**src/rtl/fpdiv_pkg.sv**
```systemverilog
package fpdiv_pkg;

    typedef enum logic [2:0] {
        ST_IDLE,
        ST_DIVIDE,
        ST_NORM,
        ST_ROUND,
        ST_PACK
    } fpdiv_state_e;

endpackage

```
**src/rtl/fpdiv_unpack.sv**
```systemverilog
module fpdiv_unpack #(
    parameter int EXP_W  = 8,
    parameter int FRAC_W = 23
) (
    input  logic [EXP_W+FRAC_W:0] word,
    output logic                  sign,
    output logic [EXP_W-1:0]      exp_field,
    output logic [FRAC_W:0]       mant,
    output logic                  is_zero
);
    always_comb begin
        sign      = word[EXP_W+FRAC_W];
        exp_field = word[EXP_W+FRAC_W-1:FRAC_W];
        mant      = {1'b1, word[FRAC_W-1:0]};
        is_zero   = (exp_field == '0);
    end
endmodule

```
**src/rtl/fpdiv_iter.sv**
```systemverilog
module fpdiv_iter #(
    parameter int MANT_W = 24,
    parameter int Q_W    = 26
) (
    input  logic              clk,
    input  logic              rst_n,
    input  logic              load,
    input  logic              step,
    input  logic [MANT_W-1:0] dividend,
    input  logic [MANT_W-1:0] divisor,
    output logic [Q_W-1:0]    quo,
    output logic              rem_nz
);
    localparam int R_W = MANT_W + 1;

    logic [R_W-1:0]    rem_q;
    logic [MANT_W-1:0] div_q;
    logic [Q_W-1:0]    quo_q;
    logic [R_W:0]      diff;
    logic              fits;
    logic [R_W-1:0]    rem_next;

    always_comb begin
        diff     = {1'b0, rem_q} - {2'b00, div_q};
        fits     = ~diff[R_W];
        rem_next = fits ? diff[R_W-1:0] : rem_q;
    end

    always_ff @(posedge clk or negedge rst_n) begin
        if (!rst_n) begin
            rem_q <= '0;
            div_q <= '0;
            quo_q <= '0;
        end else if (load) begin
            rem_q <= {1'b0, dividend};
            div_q <= divisor;
            quo_q <= '0;
        end else if (step) begin
            rem_q <= {rem_next[R_W-2:0], 1'b0};
            quo_q <= {quo_q[Q_W-2:0], fits};
        end
    end

    assign quo    = quo_q;
    assign rem_nz = (rem_q != '0);

    // partial remainder stays below twice the divisor
    assert_rem_bound_R4: assert property (@(posedge clk) disable iff (!rst_n)
        step |-> (rem_q < {div_q, 1'b0}) && !rem_next[R_W-1]);
endmodule

```
**src/rtl/fpdiv_norm.sv**
```systemverilog
module fpdiv_norm #(
    parameter int MANT_W = 24,
    parameter int Q_W    = 26,
    parameter int EXP_SW = 10
) (
    input  logic [Q_W-1:0]           quo,
    input  logic                     rem_nz,
    input  logic signed [EXP_SW-1:0] exp_in,
    output logic [MANT_W-1:0]        mant,
    output logic                     guard,
    output logic                     sticky,
    output logic signed [EXP_SW-1:0] exp_out
);
    always_comb begin
        if (quo[Q_W-1]) begin
            mant    = quo[Q_W-1:2];
            guard   = quo[1];
            sticky  = quo[0] | rem_nz;
            exp_out = exp_in;
        end else begin
            mant    = quo[Q_W-2:1];
            guard   = quo[0];
            sticky  = rem_nz;
            exp_out = exp_in - EXP_SW'(1);
        end
    end
endmodule

```
**src/rtl/fpdiv_round.sv**
```systemverilog
module fpdiv_round #(
    parameter int EXP_W  = 8,
    parameter int FRAC_W = 23,
    parameter int EXP_SW = 10
) (
    input  logic [FRAC_W:0]          mant,
    input  logic                     guard,
    input  logic                     sticky,
    input  logic signed [EXP_SW-1:0] exp_in,
    output logic [FRAC_W-1:0]        frac,
    output logic [EXP_W-1:0]         exp_field,
    output logic                     ovf,
    output logic                     unf
);
    localparam logic signed [EXP_SW-1:0] EXP_TOP  = EXP_SW'((1 << EXP_W) - 1);
    localparam logic signed [EXP_SW-1:0] EXP_NONE = EXP_SW'(0);

    logic                     bump;
    logic [FRAC_W+1:0]        sum;
    logic signed [EXP_SW-1:0] exp_fin;

    always_comb begin
        bump = guard & (sticky | mant[0]);
        sum  = {1'b0, mant} + {{(FRAC_W+1){1'b0}}, bump};
        if (sum[FRAC_W+1]) begin
            frac    = '0;
            exp_fin = exp_in + EXP_SW'(1);
        end else begin
            frac    = sum[FRAC_W-1:0];
            exp_fin = exp_in;
        end
        ovf       = (exp_fin >= EXP_TOP);
        unf       = (exp_fin <= EXP_NONE);
        exp_field = exp_fin[EXP_W-1:0];
    end
endmodule

```
**src/rtl/fp_seq_divider.sv**
```systemverilog
module fp_seq_divider
    import fpdiv_pkg::*;
#(
    parameter int EXP_W  = 8,
    parameter int FRAC_W = 23
) (
    input  logic                  clk,
    input  logic                  rst_n,
    input  logic                  start,
    input  logic [EXP_W+FRAC_W:0] op_a,
    input  logic [EXP_W+FRAC_W:0] op_b,
    output logic                  busy,
    output logic                  done,
    output logic [EXP_W+FRAC_W:0] quotient,
    output logic                  flag_ovf,
    output logic                  flag_unf,
    output logic                  flag_dz
);
    localparam int WORD_W = EXP_W + FRAC_W + 1;
    localparam int MANT_W = FRAC_W + 1;
    localparam int Q_W    = MANT_W + 2;
    localparam int EXP_SW = EXP_W + 2;
    localparam int CNT_W  = $clog2(Q_W);
    localparam int BIAS   = (1 << (EXP_W - 1)) - 1;
    localparam logic [CNT_W-1:0] LAST_BIT = CNT_W'(Q_W - 1);

    fpdiv_state_e state_q, state_d;

    logic              a_sign, b_sign, a_zero, b_zero, any_zero;
    logic [EXP_W-1:0]  a_exp, b_exp;
    logic [MANT_W-1:0] a_mant, b_mant;

    fpdiv_unpack #(.EXP_W(EXP_W), .FRAC_W(FRAC_W)) u_unpack_a (
        .word(op_a), .sign(a_sign), .exp_field(a_exp), .mant(a_mant), .is_zero(a_zero)
    );
    fpdiv_unpack #(.EXP_W(EXP_W), .FRAC_W(FRAC_W)) u_unpack_b (
        .word(op_b), .sign(b_sign), .exp_field(b_exp), .mant(b_mant), .is_zero(b_zero)
    );

    assign any_zero = a_zero | b_zero;

    logic                     accept, load, step;
    logic [Q_W-1:0]           quo;
    logic                     rem_nz;
    logic                     sign_q;
    logic signed [EXP_SW-1:0] exp_q;
    logic [CNT_W-1:0]         cnt_q;
    logic                     special_q;
    logic [WORD_W-1:0]        spec_word_q;
    logic                     spec_dz_q;
    logic [EXP_SW-1:0]        exp_start;

    assign accept    = (state_q == ST_IDLE) && start;
    assign load      = accept && !any_zero;
    assign step      = (state_q == ST_DIVIDE);
    assign exp_start = EXP_SW'(a_exp) - EXP_SW'(b_exp) + EXP_SW'(BIAS);

    fpdiv_iter #(.MANT_W(MANT_W), .Q_W(Q_W)) u_iter (
        .clk(clk), .rst_n(rst_n), .load(load), .step(step),
        .dividend(a_mant), .divisor(b_mant), .quo(quo), .rem_nz(rem_nz)
    );

    logic [MANT_W-1:0]        n_mant;
    logic                     n_guard, n_sticky;
    logic signed [EXP_SW-1:0] n_exp;
    logic [MANT_W-1:0]        nmant_q;
    logic                     nguard_q, nsticky_q;
    logic signed [EXP_SW-1:0] nexp_q;

    fpdiv_norm #(.MANT_W(MANT_W), .Q_W(Q_W), .EXP_SW(EXP_SW)) u_norm (
        .quo(quo), .rem_nz(rem_nz), .exp_in(exp_q),
        .mant(n_mant), .guard(n_guard), .sticky(n_sticky), .exp_out(n_exp)
    );

    logic [FRAC_W-1:0] r_frac;
    logic [EXP_W-1:0]  r_exp;
    logic              r_ovf, r_unf;
    logic [FRAC_W-1:0] frac_q;
    logic [EXP_W-1:0]  rexp_q;
    logic              rovf_q, runf_q;

    fpdiv_round #(.EXP_W(EXP_W), .FRAC_W(FRAC_W), .EXP_SW(EXP_SW)) u_round (
        .mant(nmant_q), .guard(nguard_q), .sticky(nsticky_q), .exp_in(nexp_q),
        .frac(r_frac), .exp_field(r_exp), .ovf(r_ovf), .unf(r_unf)
    );

    // state register
    always_ff @(posedge clk or negedge rst_n) begin
        if (!rst_n) state_q <= ST_IDLE;
        else        state_q <= state_d;
    end

    // next-state logic
    always_comb begin
        state_d = state_q;
        unique case (state_q)
            ST_IDLE:   if (start) state_d = any_zero ? ST_PACK : ST_DIVIDE;
            ST_DIVIDE: if (cnt_q == LAST_BIT) state_d = ST_NORM;
            ST_NORM:   state_d = ST_ROUND;
            ST_ROUND:  state_d = ST_PACK;
            ST_PACK:   state_d = ST_IDLE;
            default:   state_d = ST_IDLE;
        endcase
    end

    // datapath registers
    always_ff @(posedge clk or negedge rst_n) begin
        if (!rst_n) begin
            sign_q      <= 1'b0;
            exp_q       <= '0;
            cnt_q       <= '0;
            special_q   <= 1'b0;
            spec_word_q <= '0;
            spec_dz_q   <= 1'b0;
            nmant_q     <= '0;
            nguard_q    <= 1'b0;
            nsticky_q   <= 1'b0;
            nexp_q      <= '0;
            frac_q      <= '0;
            rexp_q      <= '0;
            rovf_q      <= 1'b0;
            runf_q      <= 1'b0;
        end else begin
            unique case (state_q)
                ST_IDLE: if (start) begin
                    sign_q    <= a_sign ^ b_sign;
                    exp_q     <= exp_start;
                    cnt_q     <= '0;
                    special_q <= any_zero;
                    spec_dz_q <= b_zero && !a_zero;
                    if (a_zero && b_zero)
                        spec_word_q <= {1'b0, {EXP_W{1'b1}}, 1'b1, {(FRAC_W-1){1'b0}}};
                    else if (b_zero)
                        spec_word_q <= {a_sign ^ b_sign, {EXP_W{1'b1}}, {FRAC_W{1'b0}}};
                    else
                        spec_word_q <= {a_sign ^ b_sign, {(WORD_W-1){1'b0}}};
                end
                ST_DIVIDE: cnt_q <= cnt_q + CNT_W'(1);
                ST_NORM: begin
                    nmant_q   <= n_mant;
                    nguard_q  <= n_guard;
                    nsticky_q <= n_sticky;
                    nexp_q    <= n_exp;
                end
                ST_ROUND: begin
                    frac_q <= r_frac;
                    rexp_q <= r_exp;
                    rovf_q <= r_ovf;
                    runf_q <= r_unf;
                end
                default: ;
            endcase
        end
    end

    // output registers
    always_ff @(posedge clk or negedge rst_n) begin
        if (!rst_n) begin
            done     <= 1'b0;
            quotient <= '0;
            flag_ovf <= 1'b0;
            flag_unf <= 1'b0;
            flag_dz  <= 1'b0;
        end else begin
            done <= (state_q == ST_PACK);
            if (state_q == ST_PACK) begin
                flag_dz  <= special_q && spec_dz_q;
                flag_ovf <= !special_q && rovf_q;
                flag_unf <= !special_q && !rovf_q && runf_q;
                if (special_q)
                    quotient <= spec_word_q;
                else if (rovf_q)
                    quotient <= {sign_q, {EXP_W{1'b1}}, {FRAC_W{1'b0}}};
                else if (runf_q)
                    quotient <= {sign_q, {(WORD_W-1){1'b0}}};
                else
                    quotient <= {sign_q, rexp_q, frac_q};
            end
        end
    end

    assign busy = (state_q != ST_IDLE);

    assert_done_pulse_R1: assert property (@(posedge clk) disable iff (!rst_n)
        done |=> !done);

    assert_norm_lead_R3: assert property (@(posedge clk) disable iff (!rst_n)
        (state_q == ST_NORM) |-> (quo[Q_W-1] | quo[Q_W-2]));

    assert_flags_onehot_R5: assert property (@(posedge clk) disable iff (!rst_n)
        done |-> $onehot0({flag_ovf, flag_unf, flag_dz}));

    assert_result_hold_R10: assert property (@(posedge clk) disable iff (!rst_n)
        (state_q != ST_PACK) |=> $stable(quotient) && $stable(flag_dz));

    assert_inflight_hold_R11: assert property (@(posedge clk) disable iff (!rst_n)
        (state_q == ST_DIVIDE) |=> $stable(sign_q) && $stable(exp_q));
endmodule

```
**config.mk**
```make
export PLATFORM = sky130hd
export DESIGN_NAME = fp_seq_divider
export DESIGN_NICKNAME = d
export VERILOG_FILES = /design/src/rtl/fpdiv_pkg.sv /design/src/rtl/fpdiv_unpack.sv /design/src/rtl/fpdiv_iter.sv /design/src/rtl/fpdiv_norm.sv /design/src/rtl/fpdiv_round.sv /design/src/rtl/fp_seq_divider.sv
export SDC_FILE = /design/constraint.sdc
export NUM_CORES = 1
export LEC_CHECK = 0
export BUFFER_PORTS_ARGS = -buffer_cell sky130_fd_sc_hd__buf_2
export CAP_MARGIN = 20
export CORE_MARGIN = 10
export CORE_UTILIZATION = 35
export DETAILED_ROUTE_END_ITERATION = 7
export PLACE_DENSITY = 0.62
export SETUP_SLACK_MARGIN = 0.2
export SLEW_MARGIN = 10
export SYNTH_ARGS = -nofsm -noshare
export SYNTH_HDL_FRONTEND = slang
export SYNTH_SLANG_ARGS = --single-unit
```
**constraint.sdc**
```tcl
create_clock -name clk -period 3.1 [get_ports clk]
set_input_delay 0.465 -clock clk [delete_from_list [all_inputs] [get_ports clk]]
set_output_delay 0.465 -clock clk [all_outputs]
set_load 0.01 [all_outputs]
```
==> qor.yml, run 1 <==
run_status:
  status: "complete, no violations"
synthesis:
  ys.flop_type: "dfrtp_1"
  avgSynthCellArea_um2: 9.11
  yosysTopAreaCell: "dfrtp_1"
  yosysTopAreaCellShare_pct: 46.6
  synth_area_leaders: "dfrtp_1 (47%), nand2_1 (6.3%), o21ai_0 (5.2%)"
  synth_fp_nets: 1310
  synth_xor_area_share_pct: 5.28
  async_flop_share_pct: 100
  synth_edf_count: 0
  synth-simple-area-share_pct: 16.7
  yosysWarnings: 0
  syn_area_mm2: 0.0110
  yosysSeqAreaShare_pct: 46.6
  synth-seq-cells: 204
  ys_types: 75
  yosys.area_share.adder_pct: 4.82
  synth-compound-area-share_pct: 18.9
  synth_top_family_by_area: "compound AO/OA/AOI/OAI gates"
  synthCells: 1202
  synthMuxAreaShare_pct: 3.30
routing:
  num_vias: 8746
  drt-wirelength-per-cell_um: 15.5
  wirelength_um: 26500
  route.detailed.drc: 0
  dr.pass1.iters: 5
  drt-initial-drc-count: 630
  ant_nets: 0
  via_per_inst: 5.11
power_and_ir_drop:
  power.total_mw: 13.6
  swShare_pct: 40.7
  power_leakage_nw: 5.68
  p_seq_share_pct: 32.1
  p_switching_mw: 5.53
  max-vdd-ir-drop_mv: 0.639
  power_frac_clock_pct: 20.5
  power.internal_mw: 8.06
  p_comb_share_pct: 47.4
  powerDensity_mw_per_mm2: 1060
finish:
  layout-drive-gt1-share_pct: 15.1
  fillers: 3051
  design_area_mm2: 0.0129
  final_cell_mix: "dfrtp_1 (204), nand2_1 (183), o21ai_0 (114)"
  final_cells: 1712
  mostFrequentLayoutCell: "dfrtp_1"
  nets: 1410
  area_delta_synth_final_pct: 17.5
  utilization_pct: 41.9
  antenna_cells: 0
floorplanning:
  num_rows: 64
  dieArea_mm2: 0.0388
  die_y_um: 197
  num_io_pins: 104
  die_w_um: 197
  start_util_pct: 35.6
  core_area_mm2: 0.0307
global_route:
  grt_overflow: 0
  grt_pass1_wl_um: 44500
  grt_start_max_net_pins: 94
  antenna_found_initial: 0
  grt_pass1_vias: 8750
  gr-usage-all-layers_pct: 13.5
setup_path:
  start_kind: "register"
  cp_data_arrival_time_ps: 3190
  end_kind: "register"
  cp.required_ps: 3490
  reg2reg_depth: 12
  critPathMaxFanout: 3
  path_class: "reg2reg"
clocking:
  cts_buffers: 24
  clock-sinks: 204
  cts_tree: "yes"
  htreeDepth: 1
  insertion_delay_ps: 520
  clkTransAtPathRegs_ps: 60
  cts-hold-fix-buffers: 0
  cts_max_path_buffers: 3
  root_buffer: "clkbuf_16"
timing:
  hold_violations: 0
  timing.slew.headroom_pct: 34.8
  fin_worst_skew_ps: 14.8
  rsz0062_at_grt: "true"
  period_minus_slack_ps: 2790
  layout_worst_path_cycle_share_pct: 90.1
  finalMaxSlewViolations: 0
  fmax_mhz: 358
  worstMarginPinSlew_ps: 975
  setup_viol: 0
  fin_setup_tns_ps: 0
placed_design:
  port_buffers: 103
  dpl_cell_area_mm2: 0.0120
  hpwl_um: 19200
  gp_congestion: 0.851
  place_inst: 1669
run:
  maxCapViolCount: 0
min_path:
  min_path_type: "in2async"
per-layer routing:
metal | wire length [um] | track usage [%] | vias to the layer above
li1 | - | - | 4420
met1 | 12600 | 18.1 | 4117
met2 | 12000 | 22.2 | 175
met3 | 1410 | 2.67 | 34
met4 | 503 | 2.88 | 0
met5 | 0 | 0 | -
what timing repair did:
action / 4_1_cts / 5_1_grt
setup endpoints to repair: 3 / 22
buffers inserted: 2 / 1
resized for setup: 1 / 11
pin swaps: 1 / 5
stage by stage:
step           hold WS [ps]  setup slack, ps
2_1_floorplan           169              444
3_3_place_gp            433              138
3_5_place_dp            434             28.8
4_1_cts                29.2              188
5_1_grt                66.3              155
6_report               1.61              306
sequential cells by signal, summed over array words and instances (netlist names), 3 cells and up:
| name | count |
|---|---|
| nmant_q | 24 |
| quotient | 32 |
| spec_word_q | 3 |
| rexp_q | 8 |
| exp_q | 10 |
| state_q | 3 |
| frac_q | 23 |
| u_iter.div_q | 24 |
| cnt_q | 5 |
| u_iter.quo | 26 |
| nexp_q | 10 |
| u_iter.rem_q | 25 |
cell type report:
type | count | area (um^2) | share of cell area, %
clock buffers | 35 | 692 | 5.38
clock inverters | 5 | 86.3 | 0.671
repair buffers | 138 | 816 | 6.34
inverters | 59 | 221 | 1.72
well taps | 396 | 495 | 3.85
flip-flops and latches | 204 | 5100 | 39.7
multi-input cells | 875 | 5450 | 42.4
final timing paths:
check | startpoint | endpoint | slack, ps
worst max-delay path | u_iter.rem_q[0] | u_iter.rem_q[17] | 310
worst min-delay path | rst_n | flag_dz | 2
worst max register to register | u_iter.rem_q[0] | u_iter.rem_q[17] | 310
worst min register to register | u_iter.div_q[23] | u_iter.div_q[23] | 450
max in group asynchronous | rst_n | u_iter.rem_q[6] | 2260
min in group clk | op_b[10] | u_iter.div_q[10] | 150
synth_stat cells, drive strengths merged (6+ instances only):
library cell and n:
a211oi 6, a21o 13, a21oi 70, a22o 34, a22oi 8, a31oi 15
and2 8, and3 11, buf 9, clkbuf 55, dfrtp 204, ha 39
inv 59, mux2i 35, nand2 184, nand2b 7, nand3 22, nand4 7
nor2 87, nor2b 9, nor3 16, nor3b 6, nor4 12, o21ai 141
o22ai 6, o31ai 10, or4 6, xnor2 36, xor2 30
worst max-delay path: stages (launching register included):
cell      delay [ps]
dfrtp_1          390
inv_1             90
ha_1             170
inv_1             60
fa_2             360
a211o_1          310
a211oi_2         310
o221ai_2         170
o31a_1           310
a31oi_1          200
xnor2_1           90
mux2i_1          140
o21ai_1           70
kinds of logic after synthesis:
family,after synthesis
adders and majority gates,41
DFF,204
xor gates and xnor gates,66
AOI/OAI and AO/OA,339
and+or+nand+nor,393
muxes,36
buffers and inverters,123
power groups by stage:
stage | Clock (mW) | Sequential (mW) | Combinational, mW
after floorplan | 0 | 4.15 | 4.84
after global placement | 0 | 4.37 | 6.16
after detailed placement | 0 | 4.40 | 6.25
after CTS | 2.86 | 4.35 | 6.37
after global routing | 2.98 | 4.49 | 7.29
final | 2.78 | 4.36 | 6.45
Power figures use the tool's default switching activity.
==> run 2, diff against run 1 <==
Settings changed: RECOVER_POWER set to 50.
==> qor.yml, run 2 (synthesis gave the netlist of run 1 again) <==
run_status:
  status: "finished with violations"
  failed_checks: "max-capacitance violations, max-slew violations"
power_and_ir_drop:
  p_comb_share_pct: 47.4
  max-vdd-ir-drop_mv: 0.637
  p_switching_mw: 5.53
  power.total_mw: 13.6
  p_seq_share_pct: 32.1
  powerDensity_mw_per_mm2: 1060
  power_leakage_nw: 5.66
  power_frac_clock_pct: 20.5
  power.internal_mw: 8.05
  swShare_pct: 40.7
clocking:
  clkTransAtPathRegs_ps: 60
  cts_max_path_buffers: 3
  cts_tree: "yes"
  cts-hold-fix-buffers: 0
  insertion_delay_ps: 520
  root_buffer: "clkbuf_16"
  clock-sinks: 204
  cts_buffers: 24
  htreeDepth: 1
timing:
  fin_ws_ps: 315
  hold_violations: 0
  fmax_mhz: 359
  timing.slew.headroom_pct: -51.5
  setup_viol: 0
  layout_worst_path_cycle_share_pct: 89.8
  finalMaxSlewViolations: 135
  period_minus_slack_ps: 2790
  fin_worst_skew_ps: 14.6
  worstMarginPinSlew_ps: 2270
  fin_setup_tns_ps: 0
  rsz0062_at_grt: "true"
floorplanning:
  num_io_pins: 104
  die_w_um: 197
  start_util_pct: 35.6
  core_area_mm2: 0.0307
  die_y_um: 197
  num_rows: 64
  dieArea_mm2: 0.0388
setup_path:
  r2r_start: "u_iter.rem_q[19]"
  r2r_end: "u_iter.rem_q[22]"
  path_class: "reg2reg"
  cp.required_ps: 3500
  slowest_stage: "dfrtp_1"
  crit_top_cell: "buf_4"
  startpoint: "u_iter.rem_q[19]"
  critPathMaxFanout: 8
  rrSetupSlack_ps: 310
  start_kind: "register"
  path_cells: "ha_1 > and3_1 > a311o_1 > a31oi_2 > a21oi_2 > buf_4 > nor2_2 > buf_4 > a211oi_1 > o41ai_1"
  cp_data_arrival_time_ps: 3190
  reg2reg_depth: 10
  slowest_delay_ps: 430
  end_kind: "register"
finish:
  antenna_cells: 0
  largest_register_ffs: 32
  top_register: "quotient"
  area_delta_synth_final_pct: 17.1
  nets: 1410
  fillers: 3057
  final_cell_mix: "dfrtp_1 (204), nand2_1 (183), o21ai_0 (114)"
  mostFrequentLayoutCell: "dfrtp_1"
  design_area_mm2: 0.0128
  layout-drive-gt1-share_pct: 14.7
global_route:
  gr-usage-all-layers_pct: 13.5
  antenna_found_initial: 0
  grt_pass1_wl_um: 44500
  grt_start_max_net_pins: 94
  grt_pass1_vias: 8750
  grtUsageMet2_pct: 22.2
  grt_overflow: 0
  grtUsageMet1_pct: 18.1
  use_met3_pct: 2.67
  globalRoute.busiestLayer: "met2"
min_path:
  min_from: "op_b[10]"
  min_path_type: "in2reg"
  min_to: "u_iter.div_q[10]"
  holdPathStages: 3
placed_design:
  pre_cts_ws_ps: 28.8
  hpwl_um: 19200
  gp_congestion: 0.851
  dpl_cell_area_mm2: 0.0120
  port_buffers: 103
run:
  maxCapViolCount: 2
routing:
  ant_nets: 0
  route.detailed.drc: 0
  drt-wirelength-per-cell_um: 15.5
  num_vias: 8778
  wirelength_um: 26500
  dr.pass1.iters: 5
  drt-initial-drc-count: 578
  via_per_inst: 5.13
## run 2: cell types whose count changed in the layout (fill, tap and decap cells not counted)
cell | before | now
clkbuf_8 | 6 | 5
nor3b_2 | 2 | 1
buf_12 | 2 | 1
nor3b_1 | 4 | 5
clkbuf_1 | 6 | 10
clkbuf_2 | 0 | 2
clkbuf_4 | 0 | 1
buf_2 | 102 | 101
buf_4 | 32 | 28
## run 2: how the worst max path moves through the flow
stage | end | depth (start not counted) | slack, ps
2_1_floorplan | u_iter.rem_q[23] | 12 | 440
6_report | u_iter.rem_q[22] | 10 | 310
4_1_cts | u_iter.rem_q[17] | 12 | 190
5_1_grt | u_iter.rem_q[17] | 12 | 150
3_5_place_dp | u_iter.rem_q[23] | 12 | 30
3_3_place_gp | u_iter.rem_q[23] | 12 | 140
## run 2: routing by layer
| layer | share of wire, % | vias to the layer above |
|---|---|---|
| li1 | - | 4421 |
| met5 | 0 | - |
| met1 | 47 | 4134 |
| met2 | 45 | 189 |
| met3 | 5.6 | 34 |
| met4 | 1.9 | 0 |
## run 2: layout make-up
type / instances / area, um^2 / area share [%]
clock inverters: 5 / 86.3 / 0.673
repair buffers: 138 / 779 / 6.08
flip-flops and latches: 204 / 5100 / 39.8
well taps: 396 / 495 / 3.86
clock buffers: 35 / 692 / 5.39
multi-input cells: 875 / 5450 / 42.5
inverters: 59 / 221 / 1.73
## run 2: per-stage QoR
stage | hold slack (ps) | std cells | util, %
2_1_floorplan | 169 | 1202 | -
3_3_place_gp | 433 | 1669 | 39.1
3_5_place_dp | 434 | 1669 | 39.1
4_1_cts | 29.2 | 1711 | 41.7
5_1_grt | 146 | 1712 | 41.7
6_report | 150 | 1712 | 41.7
## run 2: worst max-delay path, delay by kind of cell, from the launching register on
kind	cells	cell delay, ps
compound gates	5	1110
flops	1	430
fa+ha+maj	1	390
simple gates	2	380
buf+inv	2	350
## run 2: timing repair
action	CTS	global route
setup endpoints to repair	3	22
pin swaps	1	5
gates resized for setup	1	11
buffers inserted	2	1
## run 2: power groups by stage
stage / clock network [mW] / registers, mW / logic [mW]
after floorplan: 0 / 4.15 / 4.84
after global placement: 0 / 4.37 / 6.16
after detailed placement: 0 / 4.40 / 6.25
after CTS: 2.86 / 4.35 / 6.37
after global routing: 2.98 / 4.49 / 7.29
final: 2.78 / 4.36 / 6.44
